## config.mk

```make
export PLATFORM = sky130hd
export DESIGN_NAME = seg_xlate
export DESIGN_NICKNAME = d
export VERILOG_FILES = /design/src/rtl/seg_xlate_pkg.sv /design/src/rtl/seg_tbl_regs.sv /design/src/rtl/seg_desc_fetch.sv /design/src/rtl/seg_cache_xlate.sv /design/src/rtl/seg_xlate.sv
export SDC_FILE = /design/constraint.sdc
export NUM_CORES = 1
export LEC_CHECK = 0
export BUFFER_PORTS_ARGS = -buffer_cell sky130_fd_sc_hd__buf_2
export CAP_MARGIN = 40
export CORE_ASPECT_RATIO = 0.5
export CORE_UTILIZATION = 29
export DETAILED_ROUTE_END_ITERATION = 16
export SYNTH_ARGS = -nofsm -noshare
export SYNTH_HDL_FRONTEND = slang
export SYNTH_SLANG_ARGS = --single-unit
```

## constraint.sdc

```tcl
create_clock -name clk -period 5.84 [get_ports clk]
set_clock_uncertainty 0.15 [all_clocks]
set_input_delay 0.584 -clock clk [delete_from_list [all_inputs] [get_ports clk]]
set_output_delay 0.584 -clock clk [all_outputs]
set_load 0.01 [all_outputs]
```

## src/rtl/seg_xlate_pkg.sv

```systemverilog
package seg_xlate_pkg;

   localparam int SEL_W   = 16;
   localparam int IDX_W   = 13;
   localparam int WORD_W  = 32;
   localparam int DLIM_W  = 20;
   localparam int ENTRY_SHIFT = 3;

   typedef struct packed {
      logic [WORD_W-1:0] base;
      logic [DLIM_W-1:0] limit;
      logic              gran;
      logic              dsize;
      logic [7:0]        access;
   } seg_desc_t;

   typedef enum logic [1:0] {
      FS_IDLE = 2'd0,
      FS_LO   = 2'd1,
      FS_HI   = 2'd2
   } fetch_state_t;

   function automatic seg_desc_t unpack_desc(input logic [WORD_W-1:0] lo,
                                             input logic [WORD_W-1:0] hi);
      seg_desc_t d;
      d.base   = {hi[31:24], hi[7:0], lo[31:16]};
      d.limit  = {hi[19:16], lo[15:0]};
      d.gran   = hi[23];
      d.dsize  = hi[22];
      d.access = hi[15:8];
      return d;
   endfunction

endpackage

```

## src/rtl/seg_tbl_regs.sv

```systemverilog
module seg_tbl_regs #(
   parameter int TLIM_W = 16,
   parameter int N_TBL  = 2
) (
   input  logic                      clk,
   input  logic                      rst_n,
   input  logic                      cfg_we,
   input  logic [$clog2(N_TBL)-1:0]  cfg_tsel,
   input  logic [31:0]               cfg_base,
   input  logic [TLIM_W-1:0]         cfg_limit,
   input  logic [$clog2(N_TBL)-1:0]  rd_tsel,
   output logic [31:0]               rd_base,
   output logic [TLIM_W-1:0]         rd_limit
);

   logic [31:0]       base_q  [N_TBL];
   logic [TLIM_W-1:0] limit_q [N_TBL];

   for (genvar t = 0; t < N_TBL; t++) begin : g_tbl
      always_ff @(posedge clk) begin
         if (!rst_n) begin
            base_q[t]  <= '0;
            limit_q[t] <= '0;
         end else if (cfg_we && (cfg_tsel == t)) begin
            base_q[t]  <= cfg_base;
            limit_q[t] <= cfg_limit;
         end
      end
   end

   assign rd_base  = base_q[rd_tsel];
   assign rd_limit = limit_q[rd_tsel];

endmodule

```

## src/rtl/seg_desc_fetch.sv

```systemverilog
module seg_desc_fetch
   import seg_xlate_pkg::*;
#(
   parameter int TLIM_W = 16
) (
   input  logic              clk,
   input  logic              rst_n,
   input  logic              ld_valid,
   input  logic [SEL_W-1:0]  ld_sel,
   input  logic [31:0]       tbl_base,
   input  logic [TLIM_W-1:0] tbl_limit,
   output logic              mem_req,
   output logic [31:0]       mem_addr,
   input  logic              mem_rvalid,
   input  logic [31:0]       mem_rdata,
   output logic              busy,
   output logic              done,
   output logic              fault,
   output logic              wr_en,
   output seg_desc_t         wr_desc,
   output logic [1:0]        wr_rpl
);

   localparam int OFS_W = IDX_W + ENTRY_SHIFT;

   fetch_state_t      state_q;
   logic [31:0]       addr_q;
   logic [31:0]       lo_q;
   logic [1:0]        rpl_q;
   logic              done_q;
   logic              fault_q;

   logic [OFS_W-1:0]  ent_ofs;
   logic [OFS_W-1:0]  ent_last;
   logic              over_lim;
   logic              accept;

   assign ent_ofs  = {ld_sel[SEL_W-1 -: IDX_W], {ENTRY_SHIFT{1'b0}}};
   assign ent_last = {ld_sel[SEL_W-1 -: IDX_W], {ENTRY_SHIFT{1'b1}}};
   assign over_lim = 32'(ent_last) > 32'(tbl_limit);
   assign accept   = (state_q == FS_IDLE) && ld_valid;

   always_ff @(posedge clk) begin
      if (!rst_n) begin
         state_q <= FS_IDLE;
         addr_q  <= '0;
         lo_q    <= '0;
         rpl_q   <= '0;
         done_q  <= 1'b0;
         fault_q <= 1'b0;
      end else begin
         done_q  <= 1'b0;
         fault_q <= 1'b0;
         unique case (state_q)
            FS_IDLE: begin
               if (accept) begin
                  if (over_lim) begin
                     done_q  <= 1'b1;
                     fault_q <= 1'b1;
                  end else begin
                     addr_q  <= tbl_base + 32'(ent_ofs);
                     rpl_q   <= ld_sel[1:0];
                     state_q <= FS_LO;
                  end
               end
            end
            FS_LO: begin
               if (mem_rvalid) begin
                  lo_q    <= mem_rdata;
                  addr_q  <= addr_q + 32'd4;
                  state_q <= FS_HI;
               end
            end
            FS_HI: begin
               if (mem_rvalid) begin
                  done_q  <= 1'b1;
                  state_q <= FS_IDLE;
               end
            end
            default: state_q <= FS_IDLE;
         endcase
      end
   end

   assign busy     = (state_q != FS_IDLE);
   assign mem_req  = busy;
   assign mem_addr = addr_q;
   assign done     = done_q;
   assign fault    = fault_q;
   assign wr_en    = (state_q == FS_HI) && mem_rvalid;
   assign wr_desc  = unpack_desc(lo_q, mem_rdata);
   assign wr_rpl   = rpl_q;

endmodule

```

## src/rtl/seg_cache_xlate.sv

```systemverilog
module seg_cache_xlate
   import seg_xlate_pkg::*;
#(
   parameter int GRAN_SHIFT    = 12,
   parameter bit PRECOMP_LIMIT = 1'b1
) (
   input  logic        clk,
   input  logic        rst_n,
   input  logic        wr_en,
   input  seg_desc_t   wr_desc,
   input  logic [1:0]  wr_rpl,
   input  logic        xl_valid,
   input  logic [31:0] xl_offset,
   output logic        out_valid,
   output logic [31:0] out_lin,
   output logic        out_fault,
   output logic        cache_valid,
   output logic [1:0]  cur_rpl,
   output logic [7:0]  cur_access,
   output logic        cur_dsize
);

   localparam logic [31:0] FILL_ONES = (32'd1 << GRAN_SHIFT) - 32'd1;

   seg_desc_t   cache_q;
   logic        valid_q;
   logic [1:0]  rpl_q;
   logic [31:0] eff_lim;
   logic [31:0] sum;
   logic        bad;
   logic        ov_q;
   logic [31:0] lin_q;
   logic        flt_q;

   function automatic logic [31:0] scale_lim(input logic [DLIM_W-1:0] lim,
                                             input logic g);
      logic [31:0] z;
      z = 32'(lim);
      return g ? ((z << GRAN_SHIFT) | FILL_ONES) : z;
   endfunction

   always_ff @(posedge clk) begin
      if (!rst_n) begin
         cache_q <= '0;
         valid_q <= 1'b0;
         rpl_q   <= '0;
      end else if (wr_en) begin
         cache_q <= wr_desc;
         valid_q <= 1'b1;
         rpl_q   <= wr_rpl;
      end
   end

   if (PRECOMP_LIMIT) begin : g_pre
      logic [31:0] eff_q;
      always_ff @(posedge clk) begin
         if (!rst_n)     eff_q <= '0;
         else if (wr_en) eff_q <= scale_lim(wr_desc.limit, wr_desc.gran);
      end
      assign eff_lim = eff_q;
   end else begin : g_late
      assign eff_lim = scale_lim(cache_q.limit, cache_q.gran);
   end

   assign sum = cache_q.base + xl_offset;
   assign bad = !valid_q || (xl_offset > eff_lim);

   always_ff @(posedge clk) begin
      if (!rst_n) begin
         ov_q  <= 1'b0;
         lin_q <= '0;
         flt_q <= 1'b0;
      end else begin
         ov_q <= xl_valid;
         if (xl_valid) begin
            lin_q <= bad ? 32'd0 : sum;
            flt_q <= bad;
         end
      end
   end

   assign out_valid   = ov_q;
   assign out_lin     = lin_q;
   assign out_fault   = flt_q;
   assign cache_valid = valid_q;
   assign cur_rpl     = rpl_q;
   assign cur_access  = cache_q.access;
   assign cur_dsize   = cache_q.dsize;

endmodule

```

## src/rtl/seg_xlate.sv

```systemverilog
module seg_xlate
   import seg_xlate_pkg::*;
#(
   parameter int TLIM_W        = 16,
   parameter int GRAN_SHIFT    = 12,
   parameter bit PRECOMP_LIMIT = 1'b1
) (
   input  logic              clk,
   input  logic              rst_n,
   input  logic              cfg_we,
   input  logic              cfg_tsel,
   input  logic [31:0]       cfg_base,
   input  logic [TLIM_W-1:0] cfg_limit,
   input  logic              ld_valid,
   input  logic [15:0]       ld_sel,
   output logic              ld_busy,
   output logic              ld_done,
   output logic              ld_fault,
   output logic              mem_req,
   output logic [31:0]       mem_addr,
   input  logic              mem_rvalid,
   input  logic [31:0]       mem_rdata,
   input  logic              xl_valid,
   input  logic [31:0]       xl_offset,
   output logic              out_valid,
   output logic [31:0]       out_lin,
   output logic              out_fault,
   output logic              cache_valid,
   output logic [1:0]        cur_rpl,
   output logic [7:0]        cur_access,
   output logic              cur_dsize
);

   localparam int TI_BIT = SEL_W - IDX_W - 1;

   if (TLIM_W < ENTRY_SHIFT || TLIM_W > 32) begin : g_bad_tlim
      initial $fatal(1, "seg_xlate: TLIM_W out of range");
   end
   if (GRAN_SHIFT < 1 || GRAN_SHIFT + DLIM_W > 32) begin : g_bad_gran
      initial $fatal(1, "seg_xlate: GRAN_SHIFT out of range");
   end

   logic [31:0]       tbl_base;
   logic [TLIM_W-1:0] tbl_limit;
   logic              wr_en;
   seg_desc_t         wr_desc;
   logic [1:0]        wr_rpl;

   seg_tbl_regs #(.TLIM_W(TLIM_W), .N_TBL(2)) u_tbl (
      .clk       (clk),
      .rst_n     (rst_n),
      .cfg_we    (cfg_we),
      .cfg_tsel  (cfg_tsel),
      .cfg_base  (cfg_base),
      .cfg_limit (cfg_limit),
      .rd_tsel   (ld_sel[TI_BIT]),
      .rd_base   (tbl_base),
      .rd_limit  (tbl_limit)
   );

   seg_desc_fetch #(.TLIM_W(TLIM_W)) u_fetch (
      .clk        (clk),
      .rst_n      (rst_n),
      .ld_valid   (ld_valid),
      .ld_sel     (ld_sel),
      .tbl_base   (tbl_base),
      .tbl_limit  (tbl_limit),
      .mem_req    (mem_req),
      .mem_addr   (mem_addr),
      .mem_rvalid (mem_rvalid),
      .mem_rdata  (mem_rdata),
      .busy       (ld_busy),
      .done       (ld_done),
      .fault      (ld_fault),
      .wr_en      (wr_en),
      .wr_desc    (wr_desc),
      .wr_rpl     (wr_rpl)
   );

   seg_cache_xlate #(.GRAN_SHIFT(GRAN_SHIFT), .PRECOMP_LIMIT(PRECOMP_LIMIT)) u_cache (
      .clk         (clk),
      .rst_n       (rst_n),
      .wr_en       (wr_en),
      .wr_desc     (wr_desc),
      .wr_rpl      (wr_rpl),
      .xl_valid    (xl_valid),
      .xl_offset   (xl_offset),
      .out_valid   (out_valid),
      .out_lin     (out_lin),
      .out_fault   (out_fault),
      .cache_valid (cache_valid),
      .cur_rpl     (cur_rpl),
      .cur_access  (cur_access),
      .cur_dsize   (cur_dsize)
   );

endmodule

```

==> results.md <==
* Worst-path maximum fanout at 26
* Fmax at approximately 270 MHz
* Layout Nets at between 2,000 and 2,500
* Post-Synthesis Cells at between 1,500 and 2,000
* Synth Area in Compound Gates at 18.4%
* GR Overflow Total at 0
* Status: complete, no violations
* Post-placement cell area at ~17,000 sq um
* Clock tree buffer depth at 3
* Slew margin rel. at a little over two fifths
* Worst Hold End: u_fetch.lo_q[20]
* PortBufs at about 220
* Max rail drop VDD at 216 uV
* Placed Cells at 2,480
* Post-route cell area at 17,600 sq um
* CTS buffer count at 29
* Post-synth EDFFs at 96
* Crit path DAT at ~4.1 ns
* Die W at approximately 320 microns
* Die area at 52,200 sq um
* CTS Hold Buffers Added at 0
* Layout cells sized above 1 at between 10% and 20%
* LEAKAGE at 6.94 nW
* Register area share after synthesis at a little over two fifths
* Final WL at 42.4 mm
* Core box area at just over 50,000 sq um
* Mapped Area at between 10,000 and 15,000 sq um
* Worst Setup Start Kind: primary input
* Critical path class: in2reg
* Post-DRT Antenna Nets at 0
* HP Class: in2reg
* Delay-heaviest family, CP: compound AO/OA/AOI/OAI gates
* Tcrit/Tclk final at between 60% and 70%
* Pin count of the biggest net entering global routing at roughly 80
* CP max stage delay at around 0.62 ns
* Post-synthesis cell type count at 77
* Starting Density at 29.5%
* DIE HEIGHT at 162 microns
* Req. time, crit path at 6.19 ns
* Main synth FF type: dfxtp_1
* Reg2reg setup slack at ~2.5 ns
* CTS clk-pin slew, worst paths at approximately 0.07 ns
* Crit path cell chain: buf_2, mux2_2, ha_1, nand3_1, a2111oi_4, a221oi_2, a22oi_4, nand2_2, or4_1, a31oi_1
* Worst Tran Pin Value at ~0.84 ns
* Row Count at 58
* Synth Warn # at 0
* Post-detail-place hpwl at about 31 mm
* Ys async rst share at 0%
* Post-CTS Setup Inserts at 0
* Util after Layout at approximately a third
* Total track usage at between 15 and 20%
* Starting DRT DRC Count at 809
* Initial antenna violation count at 7
* Pwr Total at 5.14 mW
* Vias/cell at ~4.9
* Wire per inst at 16.7 microns
* R2r worst-path depth at 9
* Post-Synth XOR/XNOR Area at roughly 2.9%
* Gpl congestion at around 0.86
* Worst Path Buf+Inv at 1
* Worst skew pair latency at ~0.57 ns
* H-tree depth at 1
* Vias in the first global route at between 10,000 and 15,000
* RSZ-0062 raised after global routing: false
* FF+latch count, synth at around 280
* First-pass GRT wire length at between 60 and 70 mm
* Worst reg2reg path endpoint: u_fetch.mem_addr[21]
* Mux cell area share after synthesis at 3.66%
* Non-filler cells, final at around 2,500
* Synth Area in Adders at under 10%
* # DRC at 0
* Final number of max-transition violations at 0
* DR vias at between 10,000 and 15,000
* Max-cap violations at 0
* Largest family of logic cells by synthesized area: simple AND/OR/NAND/NOR gates
* Clock sink total at 276
* Syn nets at 1,886
* Final TNS setup at 0 ns
* Slowest stage cell on the critical path: a22oi_4
* CP endpoint kind: flop
* Post_cts resized at 0
* Endpoints failing setup at 0
* Drt pass-1 iters at 5
* Power Dens Cells at slightly below 300 nW/um^2
* Post-synthesis simple-gate area fraction at 19.4%
* CTS tree: yes
* Minimum clock period at roughly 3.8 ns
* Beginning of the worst hold path: mem_rdata[20]
* Worst hold stages at 3
* Top-level port count at ~220
* Area growth syn-to-layout at 18.6%
* Final Hold Vio Count at 0
* Syn Area/Cell at roughly 9 sq um
* Reg2Reg Launch Point: u_tbl.limit_q[1][3]
* Clock root cell: clkbuf_16
## worst max path at each step
stage               startpoint              endpoint  slack (ns)  cells after the start
floorplan               cfg_we    u_tbl.base_q[0][0]        1.16                      2
global placement     ld_sel[2]  u_fetch.mem_addr[21]        1.53                     10
detailed placement   ld_sel[2]  u_fetch.mem_addr[21]        1.50                      9
CTS                  ld_sel[2]  u_fetch.mem_addr[21]        2.12                      9
global route         ld_sel[2]  u_fetch.mem_addr[21]        1.85                     11
finish               ld_sel[2]  u_fetch.mem_addr[21]        2.09                     10
## worst reg2reg max path, cell delays in order, from the launching register on
cell,delay (ns)
edfxtp_1,0.39
mux2_2,0.28
ha_1,0.27
nand3_1,0.11
a2111oi_4,0.34
a221oi_2,0.15
a22oi_4,0.63
nand2_2,0.28
or4_1,0.56
a31oi_1,0.16
## cell type report
class	count	area (sq um)
multi-input cells	1235	7800
flip-flops and latches	276	6490
well taps	690	863
diodes	6	15.0
clock buffers	34	764
fillers	5281	32700
repair buffers	233	1230
clock inverters	20	285
inverters	46	175
## sequential cells by signal (all words and copies together), names as in the netlist
| name | flops |
|---|---|
| u_fetch.lo_q | 32 |
| u_cache.out_valid | 1 |
| u_fetch.done | 1 |
| u_tbl.limit_q | 32 |
| u_cache.out_fault | 1 |
| u_fetch.wr_rpl | 2 |
| u_cache.cur_rpl | 2 |
| u_cache.cache_valid | 1 |
| u_cache.cur_access | 8 |
| u_fetch.mem_addr | 32 |
| u_cache.cur_dsize | 1 |
| u_cache.out_lin | 32 |
| u_fetch.fault | 1 |
| u_fetch.state_q | 2 |
| u_cache.cache_q | 32 |
| u_tbl.base_q | 64 |
| u_cache.eff_lim | 32 |
## layout by cell type (no fill, tap or decap), drive strengths merged, types with 11 or more instances in the layout
master	Yosys	final
o21a	11	11
o21ai	68	68
a211oi	41	41
xor2	18	18
ha	90	90
edfxtp	96	96
nor2	77	77
a21o	32	32
clkbuf	78	34
nand4	21	21
nand2	263	263
xnor2	32	32
dfxtp	180	180
mux2	18	18
nand3	56	56
a21oi	192	192
buf	24	233
mux2i	34	34
a31oi	15	15
nor3	36	36
inv	45	46
and2	104	104
## through the flow
stage                     setup slack, ns  hold slack (ns)
after floorplan                      1.16            0.282
after global placement               1.53            0.283
after detailed placement             1.50            0.289
after CTS                            2.12           0.0614
after global routing                 1.85           0.0872
final                                2.09           0.0990
## power breakdown
part	leakage [nW]	internal, mW	switching [mW]
clock network	0.505	1.24	0.824
logic	4.00	0.326	0.524
registers	2.43	2.12	0.0980
## metal layers
metal / GRT usage, % / wire [microns]
met1: 18.9 / 17600
met2: 28.8 / 21300
met3: 2.57 / 1700
met4: 6.54 / 1780
met5: 0 / 0
## cell families after synthesis
kind of cell,after synthesis
buffers and inverters,148
flip-flops,276
multiplexers,52
XOR/XNOR,50
adder cells (fa/ha/maj),92
AO/OA/AOI/OAI,437
AND/OR/NAND/NOR,604
## cells in the mapped netlist, types with 10 or more instances
library cell  number  area share (%)
nand2_1          262             6.6
a21oi_1          192             6.5
dfxtp_1          180              24
and2_1           104             4.4
edfxtp_1          96              19
ha_1              90             7.6
clkbuf_1          78             2.0
nor2_1            76             1.9
o21ai_0           67             2.3
nand3_1           56             1.9
inv_1             45             1.1
a211oi_1          40             2.0
mux2i_1           34             2.3
nor3_1            33             1.1
a21o_1            32             1.6
xnor2_1           32             1.9
nand4_1           20            0.84
mux2_2            18             1.4
xor2_1            18             1.1
a31oi_1           15            0.63
o21a_1            11            0.56
buf_4             10            0.51
o211ai_1          10            0.51
No activity file was read; power rests on OpenSTA's default activity.
